$ cat src/rtl/jhb_pkg.sv
package jhb_pkg;
  typedef enum logic [1:0] {
    MODE_HB_ON  = 2'b00,
    MODE_HB_OFF = 2'b01,
    MODE_TEST   = 2'b10,
    MODE_TEST_X = 2'b11
  } mode_e;

  typedef enum logic [1:0] {
    HB_IDLE = 2'b00,
    HB_WAIT = 2'b01,
    HB_ON   = 2'b10
  } hb_st_e;
endpackage

$ cat src/rtl/jhb_osc.sv
module jhb_osc #(
  parameter int HALF = 1
) (
  input  logic clk_i,
  input  logic rst_ni,
  output logic osc_o
);
  logic osc_q;

  generate
    if (HALF == 1) begin : g_toggle
      always_ff @(posedge clk_i or negedge rst_ni) begin
        if (!rst_ni) osc_q <= 1'b0;
        else         osc_q <= ~osc_q;
      end
    end else begin : g_count
      localparam int CW = $clog2(HALF);
      logic [CW-1:0] cnt_q;
      always_ff @(posedge clk_i or negedge rst_ni) begin
        if (!rst_ni) begin
          cnt_q <= '0;
          osc_q <= 1'b0;
        end else if (cnt_q == CW'(HALF - 1)) begin
          cnt_q <= '0;
          osc_q <= ~osc_q;
        end else begin
          cnt_q <= cnt_q + CW'(1);
        end
      end
    end
  endgenerate

  assign osc_o = osc_q;
endmodule

$ cat src/rtl/jhb_jabber.sv
module jhb_jabber #(
  parameter int JAB_CYC = 520000,
  parameter int RST_CYC = 8400000
) (
  input  logic clk_i,
  input  logic rst_ni,
  input  logic tx_active_i,
  input  logic test_i,
  output logic lock_o
);
  localparam int JW = $clog2(JAB_CYC + 1);
  localparam int RW = $clog2(RST_CYC + 1);

  logic [JW-1:0] run_q;
  logic [RW-1:0] quiet_q;
  logic [RW-1:0] guard_q;
  logic          lock_q;
  logic          armed;

  assign armed = !test_i && (guard_q == '0);

  // guard holds jabber off for a full reset time after test mode
  always_ff @(posedge clk_i or negedge rst_ni) begin
    if (!rst_ni)             guard_q <= '0;
    else if (test_i)         guard_q <= RW'(RST_CYC);
    else if (guard_q != '0)  guard_q <= guard_q - RW'(1);
  end

  always_ff @(posedge clk_i or negedge rst_ni) begin
    if (!rst_ni) begin
      lock_q  <= 1'b0;
      run_q   <= '0;
      quiet_q <= '0;
    end else if (!armed) begin
      lock_q  <= 1'b0;
      run_q   <= '0;
      quiet_q <= '0;
    end else if (lock_q) begin
      run_q <= '0;
      if (tx_active_i) begin
        quiet_q <= '0;
      end else if (quiet_q == RW'(RST_CYC - 1)) begin
        lock_q  <= 1'b0;
        quiet_q <= '0;
      end else begin
        quiet_q <= quiet_q + RW'(1);
      end
    end else begin
      quiet_q <= '0;
      if (!tx_active_i) begin
        run_q <= '0;
      end else if (run_q == JW'(JAB_CYC - 1)) begin
        lock_q <= 1'b1;
        run_q  <= '0;
      end else begin
        run_q <= run_q + JW'(1);
      end
    end
  end

  assign lock_o = lock_q;


  lock_rise_chk: assert property (@(posedge clk_i) disable iff (!rst_ni)
    $rose(lock_q) |-> $past(tx_active_i));


  unlock_quiet_chk: assert property (@(posedge clk_i) disable iff (!rst_ni)
    ($fell(lock_q) && !$past(test_i)) |-> !$past(tx_active_i));


  guard_chk: assert property (@(posedge clk_i) disable iff (!rst_ni)
    $rose(lock_q) |-> ($past(guard_q) == '0 && !$past(test_i)));
endmodule

$ cat src/rtl/jhb_heartbeat.sv
module jhb_heartbeat
  import jhb_pkg::*;
#(
  parameter int HB_DLY = 22,
  parameter int HB_LEN = 20
) (
  input  logic clk_i,
  input  logic rst_ni,
  input  logic start_i,
  output logic hb_o
);
  localparam int MAXC = (HB_DLY > HB_LEN) ? HB_DLY : HB_LEN;
  localparam int CW   = $clog2(MAXC + 1);

  hb_st_e        st_q;
  logic [CW-1:0] cnt_q;

  always_ff @(posedge clk_i or negedge rst_ni) begin
    if (!rst_ni) begin
      st_q  <= HB_IDLE;
      cnt_q <= '0;
    end else if (start_i) begin
      st_q  <= HB_WAIT;
      cnt_q <= '0;
    end else begin
      unique case (st_q)
        HB_WAIT: begin
          if (cnt_q == CW'(HB_DLY - 1)) begin
            st_q  <= HB_ON;
            cnt_q <= '0;
          end else begin
            cnt_q <= cnt_q + CW'(1);
          end
        end
        HB_ON: begin
          if (cnt_q == CW'(HB_LEN - 1)) begin
            st_q  <= HB_IDLE;
            cnt_q <= '0;
          end else begin
            cnt_q <= cnt_q + CW'(1);
          end
        end
        default: cnt_q <= '0;
      endcase
    end
  end

  assign hb_o = (st_q == HB_ON);

  // burst length monitor
  logic [CW:0] hb_run_q;
  always_ff @(posedge clk_i or negedge rst_ni) begin
    if (!rst_ni)                         hb_run_q <= '0;
    else if (!hb_o)                      hb_run_q <= '0;
    else if (hb_run_q <= (CW+1)'(HB_LEN)) hb_run_q <= hb_run_q + (CW+1)'(1);
  end


  hb_len_chk: assert property (@(posedge clk_i) disable iff (!rst_ni)
    hb_run_q <= (CW+1)'(HB_LEN));
endmodule

$ cat src/rtl/jabber_hb_ctrl.sv
module jabber_hb_ctrl
  import jhb_pkg::*;
#(
  parameter int JAB_CYC  = 520000,
  parameter int RST_CYC  = 8400000,
  parameter int HB_DLY   = 22,
  parameter int HB_LEN   = 20,
  parameter int OSC_HALF = 1
) (
  input  logic       clk_i,
  input  logic       rst_ni,
  input  logic       tx_active_i,
  input  logic [1:0] mode_i,
  output logic       tx_en_o,
  output logic       col_req_o,
  output logic       col_o
);
  logic test_mode;
  logic hb_enable;
  logic lock;
  logic hb;
  logic osc;
  logic tx_q;
  logic hb_start;

  assign test_mode = mode_i[1];
  assign hb_enable = (mode_i == MODE_HB_ON);

  always_ff @(posedge clk_i or negedge rst_ni) begin
    if (!rst_ni) tx_q <= 1'b0;
    else         tx_q <= tx_active_i;
  end

  // end of a packet that was not cut off
  assign hb_start = tx_q && !tx_active_i && !lock && hb_enable;

  jhb_jabber #(
    .JAB_CYC (JAB_CYC),
    .RST_CYC (RST_CYC)
  ) u_jabber (
    .clk_i       (clk_i),
    .rst_ni      (rst_ni),
    .tx_active_i (tx_active_i),
    .test_i      (test_mode),
    .lock_o      (lock)
  );

  jhb_heartbeat #(
    .HB_DLY (HB_DLY),
    .HB_LEN (HB_LEN)
  ) u_hb (
    .clk_i   (clk_i),
    .rst_ni  (rst_ni),
    .start_i (hb_start),
    .hb_o    (hb)
  );

  jhb_osc #(
    .HALF (OSC_HALF)
  ) u_osc (
    .clk_i  (clk_i),
    .rst_ni (rst_ni),
    .osc_o  (osc)
  );

  assign tx_en_o   = tx_active_i && !lock;
  assign col_req_o = lock || hb;
  assign col_o     = col_req_o && osc;
endmodule

$ cat config.mk
export PLATFORM = sky130hd
export DESIGN_NAME = jabber_hb_ctrl
export DESIGN_NICKNAME = d
export VERILOG_FILES = /design/src/rtl/jhb_pkg.sv /design/src/rtl/jhb_osc.sv /design/src/rtl/jhb_jabber.sv /design/src/rtl/jhb_heartbeat.sv /design/src/rtl/jabber_hb_ctrl.sv
export SDC_FILE = /design/constraint.sdc
export NUM_CORES = 1
export LEC_CHECK = 0
export CAP_MARGIN = 25
export CORE_ASPECT_RATIO = 2
export CORE_MARGIN = 5
export CORE_UTILIZATION = 39
export DETAILED_ROUTE_END_ITERATION = 8
export GPL_TIMING_DRIVEN = 0
export PLACE_DENSITY = 0.63
export SKIP_CTS_REPAIR_TIMING = 1
export SYNTH_ARGS = -nofsm -noshare
export SYNTH_HDL_FRONTEND = slang
export SYNTH_SLANG_ARGS = --single-unit
$ cat constraint.sdc
create_clock -name clk_i -period 3.1 [get_ports clk_i]
set_input_delay 0.62 -clock clk_i [delete_from_list [all_inputs] [get_ports clk_i]]
set_output_delay 0.62 -clock clk_i [all_outputs]
set_load 0.05 [all_outputs]
Yosys cells after proc, flatten, opt, wreduce, memory -nomap -nowiden. Index checks and enable logic that the tools add are counted.

Input bits: 5. Output and inout bits: 3. Word-level logic and storage cells: 61. Register bits after elaboration: 77.

Bitwise operators: 1. Equal/unequal tests: 8. Reductions and logical operators: 16. Add/sub/neg operators: 4. Multiplexer cells: 24.

Operators with widths (number): $mux W24 (6); $mux W19 (4); $add A24 B1 Y24 const B (1); $eq A24 B24 Y1 const B (1); $logic_not A24 Y1 (1); $reduce_bool A24 Y1 (1); $sub A24 B1 Y24 const B (1); $add A19 B1 Y19 const B (1); $eq A19 B19 Y1 const B (1); $mux W5 (3); $eq A5 B5 Y1 const B (2); $pmux W5 S2 (1); $logic_and A1 B1 Y1 (6); $mux W1 (6); $mux W2 (3); $add A5 B1 Y5 const B (1); $pmux W2 S2 (1); $logic_not A1 Y1 (3); $ne A3 B1 Y1 const B (1); $ne A3 B2 Y1 const B (1); $reduce_and A3 Y1 (1); $reduce_bool A3 Y1 (1); $eq A2 B1 Y1 const B (1); $eq A2 B2 Y1 const B (1); 4 further kinds (4).

Depth between registers and ports, before layout.
Word-level depth: 6. Gate-level depth with buffers: 9.

Hierarchy. A second synthesis with hierarchy kept.

Cells, all modules: 396. Area total of the unflattened synthesis: 4000.1 um^2.

Modules (own cells, without submodules): jhb_jabber (cells each 349, area each 3514.6 um^2, instances 1); jhb_heartbeat (cells each 39, area each 392.9 um^2, instances 1); jabber_hb_ctrl (cells each 6, area each 63.8 um^2, instances 1); jhb_osc (cells each 2, area each 28.8 um^2, instances 1).

Worst setup path before layout. OpenSTA, ideal clock, no wires.

Path kind: register to register. Start point: register u_jabber.guard_q[10]. End point: register u_jabber.quiet_q[11]. Clock period less this slack: 2.333 ns. Path buffers: 4. Arrival time: 2.261 ns. Slack: 0.767 ns. Library setup time: 0.071 ns. Required time: 3.029 ns. Cell stages (with the launch flop): 10. Cell sequence: dfrtp_1 or4_1 buf_2 and4bb_1 buf_4 nand2_2 or3_1 buf_2 buf_8 nor2_4.

Cells in the longest elaborated chain, start to end: 3.

RTL lines: from (decl) (RTL line jhb_jabber.sv:16) `logic [RW-1:0] guard_q;`; from (signal assigned) (RTL line jhb_jabber.sv:25) `else if (test_i) guard_q <= RW'(RST_CYC);`; from (signal assigned) (RTL line jhb_jabber.sv:26) `else if (guard_q != '0) guard_q <= guard_q - RW'(1);`; $logic_not A24 Y1 (RTL line jhb_jabber.sv:20) `assign armed = !test_i && (guard_q == '0);`; $logic_and A1 B1 Y1 (RTL line jhb_jabber.sv:20); $mux W24 (RTL line jhb_jabber.sv:34) `end else if (!armed) begin`; to (signal assigned) (RTL line jhb_jabber.sv:46) `quiet_q <= quiet_q + RW'(1);`; to (decl) (RTL line jhb_jabber.sv:15) `logic [RW-1:0] quiet_q;`.

No other way between the ends. A chain may end at the register's enable or synchronous reset.

Worst setup path in the final report.
Start point: input tx_active_i. End point: output tx_en_o.

Cells in the longest elaborated chain, start to end: 1.

RTL lines: from (decl) (RTL line jabber_hb_ctrl.sv:12) `input logic tx_active_i,`; $logic_and A1 B1 Y1 (RTL line jabber_hb_ctrl.sv:66) `assign tx_en_o = tx_active_i && !lock;`; to (decl) (RTL line jabber_hb_ctrl.sv:14) `output logic tx_en_o,`.

No other way between the ends.

==> metrics.cfg <==
[power_and_ir_drop]
pwr-share-comb_pct = 9.2
pwr-share-clk_pct = 42.3
swShare_pct = 24.3
switching_power_mw = 0.541
intPower_mw = 1.68
power.density_nw_per_um2 = 485
p_leak_nw = 1.78
ir_drop_uv = 464
pwr-share-seq_pct = 48.5

[timing]
post-route-period-util_pct = 96.0
grt_setup_unrepaired = false
drv_slew = 0
postLayoutSetupSlackWorst_ns = 0.123
tightest_slew_ns = 0.888
clock.fmax_mhz = 336
finalHoldViolations = 0
slew_headroom_pct = 40.3
setup_viol_count_final = 0
finalClockSkew_ns = 0.00612
finalCriticalPeriod_ns = 2.98
whs_ns = 0.151

[logic_synthesis]
synthDistinctLibCells = 51
async_reset_ff_share_pct = 100
synth_fp_nets = 426
yosysWarnings = 0
synth-edff-count = 0
synth_top_area_cell = dfrtp_1
synth-seq-area-share_pct = 47.4
syn_area_per_cell_um2 = 9.84
synth-seq-cells = 77
ys_top_cells_by_area = dfrtp_1 47%, xnor2_1 6.3%, nor2_1 6.1%
netlist_area_um2 = 4060
synth_top_area_share_pct = 47.4
ys.flop_type = dfrtp_1
synthTopCellsByCount = 77 x dfrtp_1, 66 x nor2_1, 29 x xnor2_1, 27 x xor2_1, 23 x nand2_1
synthCells = 413
yosysMostFrequentCell = dfrtp_1

[die]
core_area_um2 = 10100
start_util_pct = 40.0
fp.dieH_um = 154
fp.dieArea_um2 = 12700
num_rows = 52
die_width_um = 82.2
pin_count = 8

[global_routing]
grt_overflow_total = 0
grt_pass1_vias = 3065
grt_pass1_wl_um = 14700
antenna_found_initial = 0
grt_max_degree = 64
track_usage_pct = 14.8

[cells_and_area]
multiInputGateArea_um2 = 2010
final_util_pct = 45.2
layout-drive-gt1-share_pct = 10.1
nets = 445
seqCellArea_um2 = 1930
fill_cells = 1005
area_growth_pct = 12.8
num_antenna_cells = 0
final_cell_count_no_fill = 571

[clocking]
clk_latency_ns = 0.33
cts_tree = done
cts_made_buffers = 9
clk_path_buf_depth = 2
cts_max_level = 3
cts_sinks = 77
cts-root-buf = clkbuf_16
clk_pin_slew_ns = 0.06

[detailed_routing]
vias_per_cell = 5.19
drc = 0
vias = 2965
postRouteAntennaNets = 0
wl_per_cell_um = 14.4
drt_iter0_markers = 127
routed_wl_um = 8210
drt-pass1-iter-count = 4

[placement]
dpl_worst_slack_ns = 0.0975
dp_cells = 556
gp_congestion = 0.800
io_buffers = 6
dp_hpwl_um = 5950

[run_status]
status = finished, final reports clean

[setup_path]
arrival_ns = 2.36
endpoint_kind = output port
required_ns = 2.48
path_max_fanout = 5
crit_path_start_kind = primary input
path_class = primary input to output port

[hold_path]
hp-class = primary input to async pin

[flow_run]
max-cap-violations = 0

[layout make-up]
cell class / count / area share (%)
clock buffer: 14 / 5.54
timing repair buffer: 8 / 1.97
inverter: 13 / 1.06
clock inverter: 1 / 0.164
tap: 135 / 3.68
sequential: 77 / 42.0
buffer: 13 / 1.61
multi-input combinational: 310 / 43.9
[per-layer routing]
layer | vias up | track usage (%) | wire length, µm
met5 | - | 0 | 0
met2 | 35 | 26.4 | 4660
met1 | 1449 | 16.3 | 3140
met4 | 0 | 7.13 | 255
met3 | 19 | 2.33 | 149
li1 | 1462 | - | -
[cell families after synthesis]
| kind of cell | count (synthesis) | share of synthesized area (%) |
|---|---|---|
| compound gates | 28 | 4.34 |
| mux | 3 | 0.770 |
| flops | 77 | 47.4 |
| xor+xnor | 56 | 12.1 |
| fa+ha+maj | 8 | 2.46 |
| buf+inv | 26 | 3.02 |
| simple gates | 215 | 29.9 |
[power by group through the flow]
| stage | combinational (mW) | sequential, mW | clock [mW] |
|---|---|---|---|
| after floorplan | 0.138 | 1.09 | 0 |
| after global placement | 0.195 | 1.10 | 0 |
| after detailed placement | 0.205 | 1.10 | 0 |
| after CTS | 0.208 | 1.08 | 0.971 |
| after global routing | 0.235 | 1.08 | 1.02 |
| final | 0.204 | 1.08 | 0.941 |
[critical path, cell delays in order]
cell and delay [ns]:
clkdlybuf4s50_1 0.58, nor2b_1 0.29, clkdlybuf4s50_1 0.86
[cell usage in the layout, fill, tap and decap left out, types with 2 or more instances in the layout]
cell             count
nor2_1              66
nand4_1             13
inv_1               13
xnor2_1             29
a21oi_1             12
nor4_1              12
nand2_1             23
a211oi_1             4
and4_1               4
or2_2                2
clkbuf_1            11
and3_1               8
nor2_4              10
nand2b_1             3
o21ai_0              3
and2_1               2
a21boi_0             2
xor2_1              27
or3_1                9
or4_1                9
mux2i_1              2
clkbuf_16            9
nor2b_1              3
nand4b_1             2
nor2_2               8
clkdlybuf4s50_1      5
buf_2                3
nor3_1              11
buf_4                2
nand3_1             17
ha_1                 8
dfrtp_1             77
nor4b_1              4
[stage by stage]
step	power, mW	TNS, ns	cell area [µm²]
2_1_floorplan	1.22	0	4060
5_1_grt	2.34	0	4580
3_3_place_gp	1.29	-102.01	4290
4_1_cts	2.26	0	4580
3_5_place_dp	1.30	0	4320
6_report	2.22	0	4580
[path summary, 6_finish.rpt]
kind / startpoint / to / slack (ns) / depth (start not counted)
min reg2reg: u_osc.osc_o$_DFF_PN0_ / u_osc.osc_o$_DFF_PN0_ / 0.41 / 1
min in group clk_i: u_osc.osc_o$_DFF_PN0_ / u_osc.osc_o$_DFF_PN0_ / 0.41 / 1
max reg2reg: u_jabber.guard_q[18]$_DFFE_PN0N_ / u_jabber.run_q[15]$_DFF_PN0_ / 0.48 / 7
min: rst_ni / u_jabber.run_q[2]$_DFF_PN0_ / 0.15 / 1
max: tx_active_i / tx_en_o / 0.12 / 3
max in group asynchronous: rst_ni / u_jabber.quiet_q[5]$_DFF_PN0_ / 2.37 / 2
[sequential cells by signal (all words and copies together) (netlist names)]
register	cells
tx_q	1
u_hb.cnt_q	5
u_hb.st_q	2
u_jabber.guard_q	24
u_jabber.lock_o	1
u_jabber.quiet_q	24
u_jabber.run_q	19
u_osc.osc_o	1
Power figures use the tool's default switching activity.
